File: config.mk
export PLATFORM = sky130hd
export DESIGN_NAME = ddr_input_capture
export DESIGN_NICKNAME = d
export VERILOG_FILES = /design/src/rtl/ddr_cap_pkg.sv /design/src/rtl/ddr_edge_sampler.sv /design/src/rtl/ddr_align_stage.sv /design/src/rtl/ddr_input_capture.sv
export SDC_FILE = /design/constraint.sdc
export NUM_CORES = 1
export LEC_CHECK = 0
export ABC_AREA = 1
export BUFFER_PORTS_ARGS = -buffer_cell sky130_fd_sc_hd__buf_4
export CAP_MARGIN = 25
export CORE_MARGIN = 2
export CORE_UTILIZATION = 45
export CTS_CLUSTER_DIAMETER = 150
export DETAILED_ROUTE_END_ITERATION = 10
export PLACE_DENSITY = 0.76
export SLEW_MARGIN = 20
export SYNTH_ARGS = -nofsm -noshare
export SYNTH_HDL_FRONTEND = slang
export SYNTH_HIERARCHICAL = 1
export SYNTH_SLANG_ARGS = --single-unit
export TNS_END_PERCENT = 30
File: constraint.sdc
create_clock -name clk -period 2.88 [get_ports clk]
set_clock_uncertainty 0.1 [all_clocks]
set_input_delay 0.576 -clock clk [delete_from_list [all_inputs] [get_ports clk]]
set_output_delay 0.576 -clock clk [all_outputs]
set_load 0.03 [all_outputs]
File: src/rtl/ddr_cap_pkg.sv
package ddr_cap_pkg;

    typedef enum logic [1:0] {
        CAP_OPPOSITE = 2'b00,
        CAP_SAME     = 2'b01,
        CAP_PIPE     = 2'b10,
        CAP_SPARE    = 2'b11
    } cap_mode_e;

    typedef struct packed {
        logic hold_rise;    // rising sample delayed one extra period
        logic fall_on_neg;  // falling half taken straight from falling-edge flop
    } align_ctl_t;

    function automatic align_ctl_t decode_mode(input logic [1:0] sel);
        align_ctl_t c;
        c.hold_rise   = (cap_mode_e'(sel) == CAP_PIPE);
        c.fall_on_neg = (cap_mode_e'(sel) == CAP_OPPOSITE) ||
                        (cap_mode_e'(sel) == CAP_SPARE);
        return c;
    endfunction

endpackage

File: src/rtl/ddr_edge_sampler.sv
module ddr_edge_sampler #(
    parameter int DATA_W = 8
) (
    input  logic              clk,
    input  logic              rst,
    input  logic [DATA_W-1:0] din,
    output logic [DATA_W-1:0] rise_s,
    output logic [DATA_W-1:0] fall_s
);

    always_ff @(posedge clk) begin
        if (rst) rise_s <= '0;
        else     rise_s <= din;
    end

    always_ff @(negedge clk) begin
        if (rst) fall_s <= '0;
        else     fall_s <= din;
    end

endmodule

File: src/rtl/ddr_align_stage.sv
module ddr_align_stage
    import ddr_cap_pkg::*;
#(
    parameter int DATA_W = 8
) (
    input  logic              clk,
    input  logic              rst,
    input  align_ctl_t        ctl,
    input  logic [DATA_W-1:0] din,
    input  logic [DATA_W-1:0] rise_s,
    input  logic [DATA_W-1:0] fall_s,
    input  logic              cap_en,
    output logic [DATA_W-1:0] rise_out,
    output logic [DATA_W-1:0] fall_pos,
    output logic              valid_out
);

    logic en_d;

    always_ff @(posedge clk) begin
        if (rst) begin
            rise_out  <= '0;
            fall_pos  <= '0;
            en_d      <= 1'b0;
            valid_out <= 1'b0;
        end else begin
            // rise_s still holds the previous period's rising sample here
            rise_out  <= ctl.hold_rise ? rise_s : din;
            fall_pos  <= fall_s;
            en_d      <= cap_en;
            valid_out <= ctl.hold_rise ? en_d : cap_en;
        end
    end

endmodule

File: src/rtl/ddr_input_capture.sv
module ddr_input_capture
    import ddr_cap_pkg::*;
#(
    parameter int DATA_W = 8
) (
    input  logic              clk,
    input  logic              rst,
    input  logic [DATA_W-1:0] din,
    input  logic              cap_en,
    input  logic [1:0]        mode,
    output logic [DATA_W-1:0] rise_q,
    output logic [DATA_W-1:0] fall_q,
    output logic              valid
);

    align_ctl_t        ctl;
    logic [DATA_W-1:0] rise_s;
    logic [DATA_W-1:0] fall_s;
    logic [DATA_W-1:0] fall_pos;

    assign ctl = decode_mode(mode);

    ddr_edge_sampler #(.DATA_W(DATA_W)) u_sampler (
        .clk    (clk),
        .rst    (rst),
        .din    (din),
        .rise_s (rise_s),
        .fall_s (fall_s)
    );

    ddr_align_stage #(.DATA_W(DATA_W)) u_align (
        .clk       (clk),
        .rst       (rst),
        .ctl       (ctl),
        .din       (din),
        .rise_s    (rise_s),
        .fall_s    (fall_s),
        .cap_en    (cap_en),
        .rise_out  (rise_q),
        .fall_pos  (fall_pos),
        .valid_out (valid)
    );

    assign fall_q = ctl.fall_on_neg ? fall_s : fall_pos;

endmodule

## Word level (Yosys, flattened, before mapping)

Cells that the tools add are included.

| storage, ports and cells | value |
|---|---|
| register bits | 34 |
| output and inout bits | 17 |
| memories | 0 |
| RAM bits | 0 |
| latch bits | 0 |
| ROM bits | 0 |

| cells by class | value |
|---|---|
| $mul | 0 |
| $add $sub $neg | 0 |
| divide/modulo/power cells | 0 |
| bitwise gates (word level) | 0 |
| reduce and logical (&&, ||, !) cells | 2 |
| equality and inequality tests | 2 |
| shift-type cells | 0 |
| order comparisons | 0 |
| multiplexer cells | 4 |

Operator list:

| kind | count |
|---|---|
| $mux W8 | 3 |
| $eq A2 B2 Y1 const B | 2 |
| $logic_not A2 Y1 | 1 |
| $logic_or A1 B1 Y1 | 1 |
| $mux W1 | 1 |

## Depth between registers and ports, before layout

Gate-level depths: netlist of the first run.

| depth | value |
|---|---|
| word-level depth | 3 |
| gate-level depth with buffers | 7 |
| gate-level depth less buffers | 5 |

## By module

Netlist of the first run, hierarchy kept.

Modules (own cells, without submodules):

| module | instances | cells each | area each (um^2) |
|---|---|---|---|
| ddr_align_stage | 1 | 85 | 689.4 |
| ddr_edge_sampler | 1 | 34 | 395.4 |
| ddr_input_capture | 1 | 28 | 121.4 |

==> impl_metrics.toml, run 1 <==
[placed_design]
dpl.cell_count = 201
place_area_um2 = 1400
hpwl_mm = 1.39
place_ws_ns = 0.147
portBuffers = 29
gp_congestion = 0.741

[worst_setup_path]
criticalPathCategory = "flip-flop to output pin"
end_kind = "output pin"
startpoint = "u_sampler/fall_s[2]$_DFF_N_"
reg2reg_slack_ns = 0.76
reg2reg_to = "u_align/fall_pos[7]$_SDFF_PP0_"
reg2regPathDepth = 2
required_ns = 2.20
arrival_ns = 2.40
r2r-start = "u_sampler/fall_s[7]$_DFF_N_"
startpoint_type = "flip-flop"
cp_max_fo = 2
critPathCapture = "fall_q[2]"

[pwr]
p_total_mw = 1.04
ir_drop_uv = 632
power.density_nw_per_um2 = 670
p_leak_nw = 0.836

[clock_tree]
clk_latency_ns = 0.37
clkTransAtPathRegs_ns = 0.10
clkSinkCount = 34
cts_buffer_depth = 2
cts_tree = "done"
clk_root_buffer_cell = "clkbuf_4"
post-cts-setup-buffers = 0
numCtsBuffers = 5
htreeDepth = 2

[timing]
fin_ws_ns = -0.197
tns_ns = -1.46
hold_viol_final = 0
rsz0062_at_grt = "yes"
slew_violations = 0
tightest_slew_ns = 0.829
slew_headroom_pct = 44.7
finalSetupViolations = 8

[die]
initial_core_util_pct = 48.2
die_w_um = 55.8
die-area_um2 = 3110
core.rowCount = 18
io_pins = 30
core_um2 = 2500
die_y_um = 55.8

[drt]
route.detailed.drc = 0
detail_route.wl_per_cell_um = 9.13
ant_nets = 0
vias = 888
wl_met1_um = 884
drt_iter0_drc = 7
wl_met3_um = 102
firstDrtPassIters = 4
wl_met2_um = 969
vias_per_cell = 4.11
topRoutingLayerUsed = "met4"
wl_mm = 1.97

[cells_and_area]
multi_input_area_um2 = 357
diodes = 0
fillCellCount = 212
area_growth_syn_to_layout_pct = 29.0
layout_common_cells = "38 x nand2_1, 36 x inv_1, 26 x dfxtp_1"
nNetsFinal = 199
drive_above_1_share_pct = 35.5
regArea_um2 = 691
final_common_cell = "nand2_1"
fin_cells = 216
fin_area_um2 = 1560

[synthesis]
synth_cells = 147
yosysTopAreaCell = "dfxtp_1"
synth_warnings = 6
yosys.area.top_type_share_pct = 56.4
synth.area.top_cells = "dfxtp_1 56%, nand2_1 12%, inv_1 8.7%"
syn-cell-area_um2 = 1210
yosysSeqAreaShare_pct = 56.4
ys_seq_elements = 34
synth_nets = 161
synth.avg_cell_area_um2 = 8.21
synth.distinct_cells = 12

[global_route]
antenna_found_initial = 0
grt_pass1_vias = 814
grt_usage_pct = 13.9
grt_pass1_wl_mm = 3.33
grt_overflow = 0
grt_max_degree = 19

[flow_run]
maxCapViolCount = 0

[run_status]
outcome = "finished, violations left"
violations = "negative setup slack"

[worst_hold_path]
hold_path.class = "input port to flip-flop"
[where the power goes]
part / internal (mW) / switching [mW] / leakage, nW
combinational: 0.0582 / 0.0892 / 0.459
clock: 0.218 / 0.172 / 0.0923
sequential: 0.498 / 0.00797 / 0.285
total: 0.775 / 0.269 / 0.836
[synth_stat cells]
library cell  count
buf_6             3
nor2_1           19
nand2_4           1
dfxtp_1          34
buf_4             1
buf_12            1
inv_1            28
inv_2             2
nand2_2           1
nor2_2           16
ha_1              1
nand2_1          40
[worst min-delay path by stage]
stage                                 from                        endpoint  slack [ns]  cells past startpoint
5_1_grt                             cap_en         u_align/en_d$_SDFF_PP0_        0.36                      3
3_5_place_dp   u_sampler/rise_s[6]$_DFF_P_  u_align/rise_out[6]$_SDFF_PP0_        0.38                      4
4_1_cts                             cap_en         u_align/en_d$_SDFF_PP0_        0.36                      3
2_1_floorplan  u_sampler/rise_s[6]$_DFF_P_  u_align/rise_out[6]$_SDFF_PP0_        0.37                      4
3_3_place_gp   u_sampler/rise_s[6]$_DFF_P_  u_align/rise_out[6]$_SDFF_PP0_        0.39                      4
6_report                            cap_en         u_align/en_d$_SDFF_PP0_        0.37                      3
[stage by stage]
step	hold slack [ns]	util, %
4_1_cts	0.357	62.1
3_3_place_gp	0.392	56.0
3_5_place_dp	0.377	56.0
5_1_grt	0.364	62.3
2_1_floorplan	0.370	-
6_report	0.368	62.3
[flip-flops by register name, indices dropped and copies added, names as in the netlist]
signal and flops:
u_align/fall_pos 8, u_align/rise_out 8, u_sampler/fall_s 8, u_sampler/rise_s 8, u_align/en_d 1, u_align/valid_out 1
[worst max-delay path, cell delays in order, from the launching register on]
cell and delay, ns:
dfxtp_2 0.32, nand2_1 0.05, nand2_1 0.10, buf_6 0.13
[routing by layer]
layer,track usage [%],vias to the layer above
met5,0,-
met4,6.27,0
met3,4.42,2
met2,22.3,21
met1,17.0,380
li1,-,485
[timing repair]
| action | CTS | global route |
|---|---|---|
| pin swaps | 8 | 2 |
| endpoints found under the setup margin | 8 | 8 |
| hold buffers | 0 | 0 |
| gates resized for setup | 16 | 2 |
[kinds of logic after synthesis]
family | after synthesis | synth area share [%]
adders and majority gates | 1 | 1.04
buffers and inverters | 35 | 14.4
DFF | 34 | 56.4
and+or+nand+nor | 77 | 28.1
[final cells by class]
class / instances / area share (%)
Inverter: 29 / 6.99
Clock buffer: 6 / 3.30
Sequential cell: 34 / 44.4
Timing Repair Buffer: 29 / 15.9
Clock inverter: 10 / 4.10
Tap cell: 30 / 2.41
Multi-Input combinational cell: 78 / 22.9
Power figures use the tool's default switching activity.
==> run 2, diff against run 1 <==
CELL_PAD_IN_SITES_DETAIL_PLACEMENT = 0   (was default)
CELL_PAD_IN_SITES_GLOBAL_PLACEMENT = 2   (was default)
CORE_UTILIZATION = 31   (was 45)
PLACE_DENSITY = 0.87   (was 0.76)
==> impl_metrics.toml, run 2 (synthesized netlist as in run 1, its figures left out) <==
[run_status]
outcome = "finished, violations left"
violations = "negative setup slack"

[worst_setup_path]
cp_max_fo = 2
cp_slowest_cell = "dfxtp_2"
crit_path_cell_trace = "nand2_2 > nand2_2 > buf_6"
startpoint_type = "flip-flop"
critPathMaxStageDelay_ns = 0.33
required_ns = 2.20
arrival_ns = 2.37
criticalPathCategory = "flip-flop to output pin"
end_kind = "output pin"
critPathMostFrequentCell = "nand2_2"

[placed_design]
place_ws_ns = 0.154
portBuffers = 29
hpwl_mm = 1.40
dpl.cell_count = 220
gp_congestion = 0.656

[drt]
drt_iter0_drc = 25
ant_nets = 0
route.detailed.drc = 0
vias = 864
vias_per_cell = 3.69
detail_route.wl_per_cell_um = 8.79
firstDrtPassIters = 4
wl_mm = 2.06

[die]
die-area_um2 = 4410
die_y_um = 66.4
core_um2 = 3690
io_pins = 30
initial_core_util_pct = 32.7
die_w_um = 66.4
core.rowCount = 22

[clock_tree]
post-cts-setup-buffers = 0
cts_tree = "done"
cts_hold_buffers = 0
clkSinkCount = 34
clkTransAtPathRegs_ns = 0.06
clk_root_buffer_cell = "clkbuf_8"
cts_buffer_depth = 2
numCtsBuffers = 5
clk_latency_ns = 0.34
htreeDepth = 2

[cells_and_area]
diodes = 0
layout_common_cells = "36 x nand2_1, 35 x inv_1, 26 x dfxtp_1"
final_common_cell = "nand2_1"
nNetsFinal = 200
fin_util_pct = 42.9
area_growth_syn_to_layout_pct = 31.3
drive_above_1_share_pct = 36.6
fin_cells = 234

[pwr]
ir_drop_uv = 239
switching_share_pct = 27.5
p_total_mw = 1.02
comb_power_share_pct = 14.6
p_leak_nw = 0.832
switchingPower_mw = 0.279
clkPwrFrac_pct = 35.5
power.density_nw_per_um2 = 641
p_int_mw = 0.736
seqPwrFrac_pct = 49.9

[global_route]
grt_usage_pct = 11.2
grt_pass1_wl_mm = 3.59
grt_overflow = 0
grt_max_degree = 19
grt_pass1_vias = 766
antenna_found_initial = 0

[worst_hold_path]
hold_path.class = "flip-flop to flip-flop"

[timing]
tightest_slew_ns = 0.313
hold_viol_final = 0
finalSetupViolations = 8
slew_headroom_pct = 79.1
rsz0062_at_grt = "yes"
fin_ws_ns = -0.165
slew_violations = 0
whs_ns = 0.402

[flow_run]
maxCapViolCount = 0
[run 2: path summary, 6_finish.rpt]
path | start | endpoint | slack, ns | cells after the start
worst max-delay path | u_sampler/fall_s[3]$_DFF_N_ | fall_q[3] | -0.16 | 3
worst min-delay path | u_sampler/rise_s[6]$_DFF_P_ | u_align/rise_out[6]$_SDFF_PP0_ | 0.40 | 4
worst max register to register | u_sampler/fall_s[3]$_DFF_N_ | u_align/fall_pos[3]$_SDFF_PP0_ | 0.78 | 2
worst min register to register | u_sampler/rise_s[6]$_DFF_P_ | u_align/rise_out[6]$_SDFF_PP0_ | 0.40 | 4
[run 2: worst max-delay path: cells and delay by family, from the launching register on]
kind                   cells  cell delay [ns]
buffers and inverters      1             0.12
DFF                        1             0.33
and+or+nand+nor            2             0.13
[run 2: timing repair]
| item | in CTS | in global routing |
|---|---|---|
| setup endpoints to repair | 8 | 8 |
| pin swaps | 8 | 4 |
| gates resized for setup | 16 | 4 |
[run 2: layout make-up]
| cell class | instances | area [um^2] |
|---|---|---|
| fill | 399 | 2100 |
| sequential | 34 | 691 |
| multi-input combinational | 78 | 362 |
| timing repair buffer | 30 | 255 |
| inverter | 29 | 109 |
| clock buffer | 6 | 72.6 |
| tap | 48 | 60.1 |
| clock inverter | 9 | 35.0 |
[run 2: through the flow]
step / TNS (ns) / instance area, um^2
after CTS: -1.28 / 1570
after floorplan: 0 / 1210
final: -1.17 / 1580
after global routing: -1.63 / 1580
after detailed placement: 0 / 1430
after global placement: 0 / 1430
[run 2: layer usage]
layer  track usage (%)  wire, um  part of all wire [%]  vias to the layer above
met4              6.12        48                   2.3                        0
met1              15.1      1080                    53                      349
li1                  -         -                     -                      486
met5                 0         0                     0                        -
met3              5.28       147                   7.1                        6
met2              14.5       776                    38                       23
[run 2: power by group through the flow]
stage                     clock [mW]  combinational, mW  sequential, mW
after floorplan               0.0193             0.0796           0.532
after global placement        0.0193              0.141           0.514
after detailed placement      0.0193              0.142           0.515
after CTS                      0.377              0.149           0.507
after global routing           0.411              0.163           0.509
final                          0.360              0.148           0.507
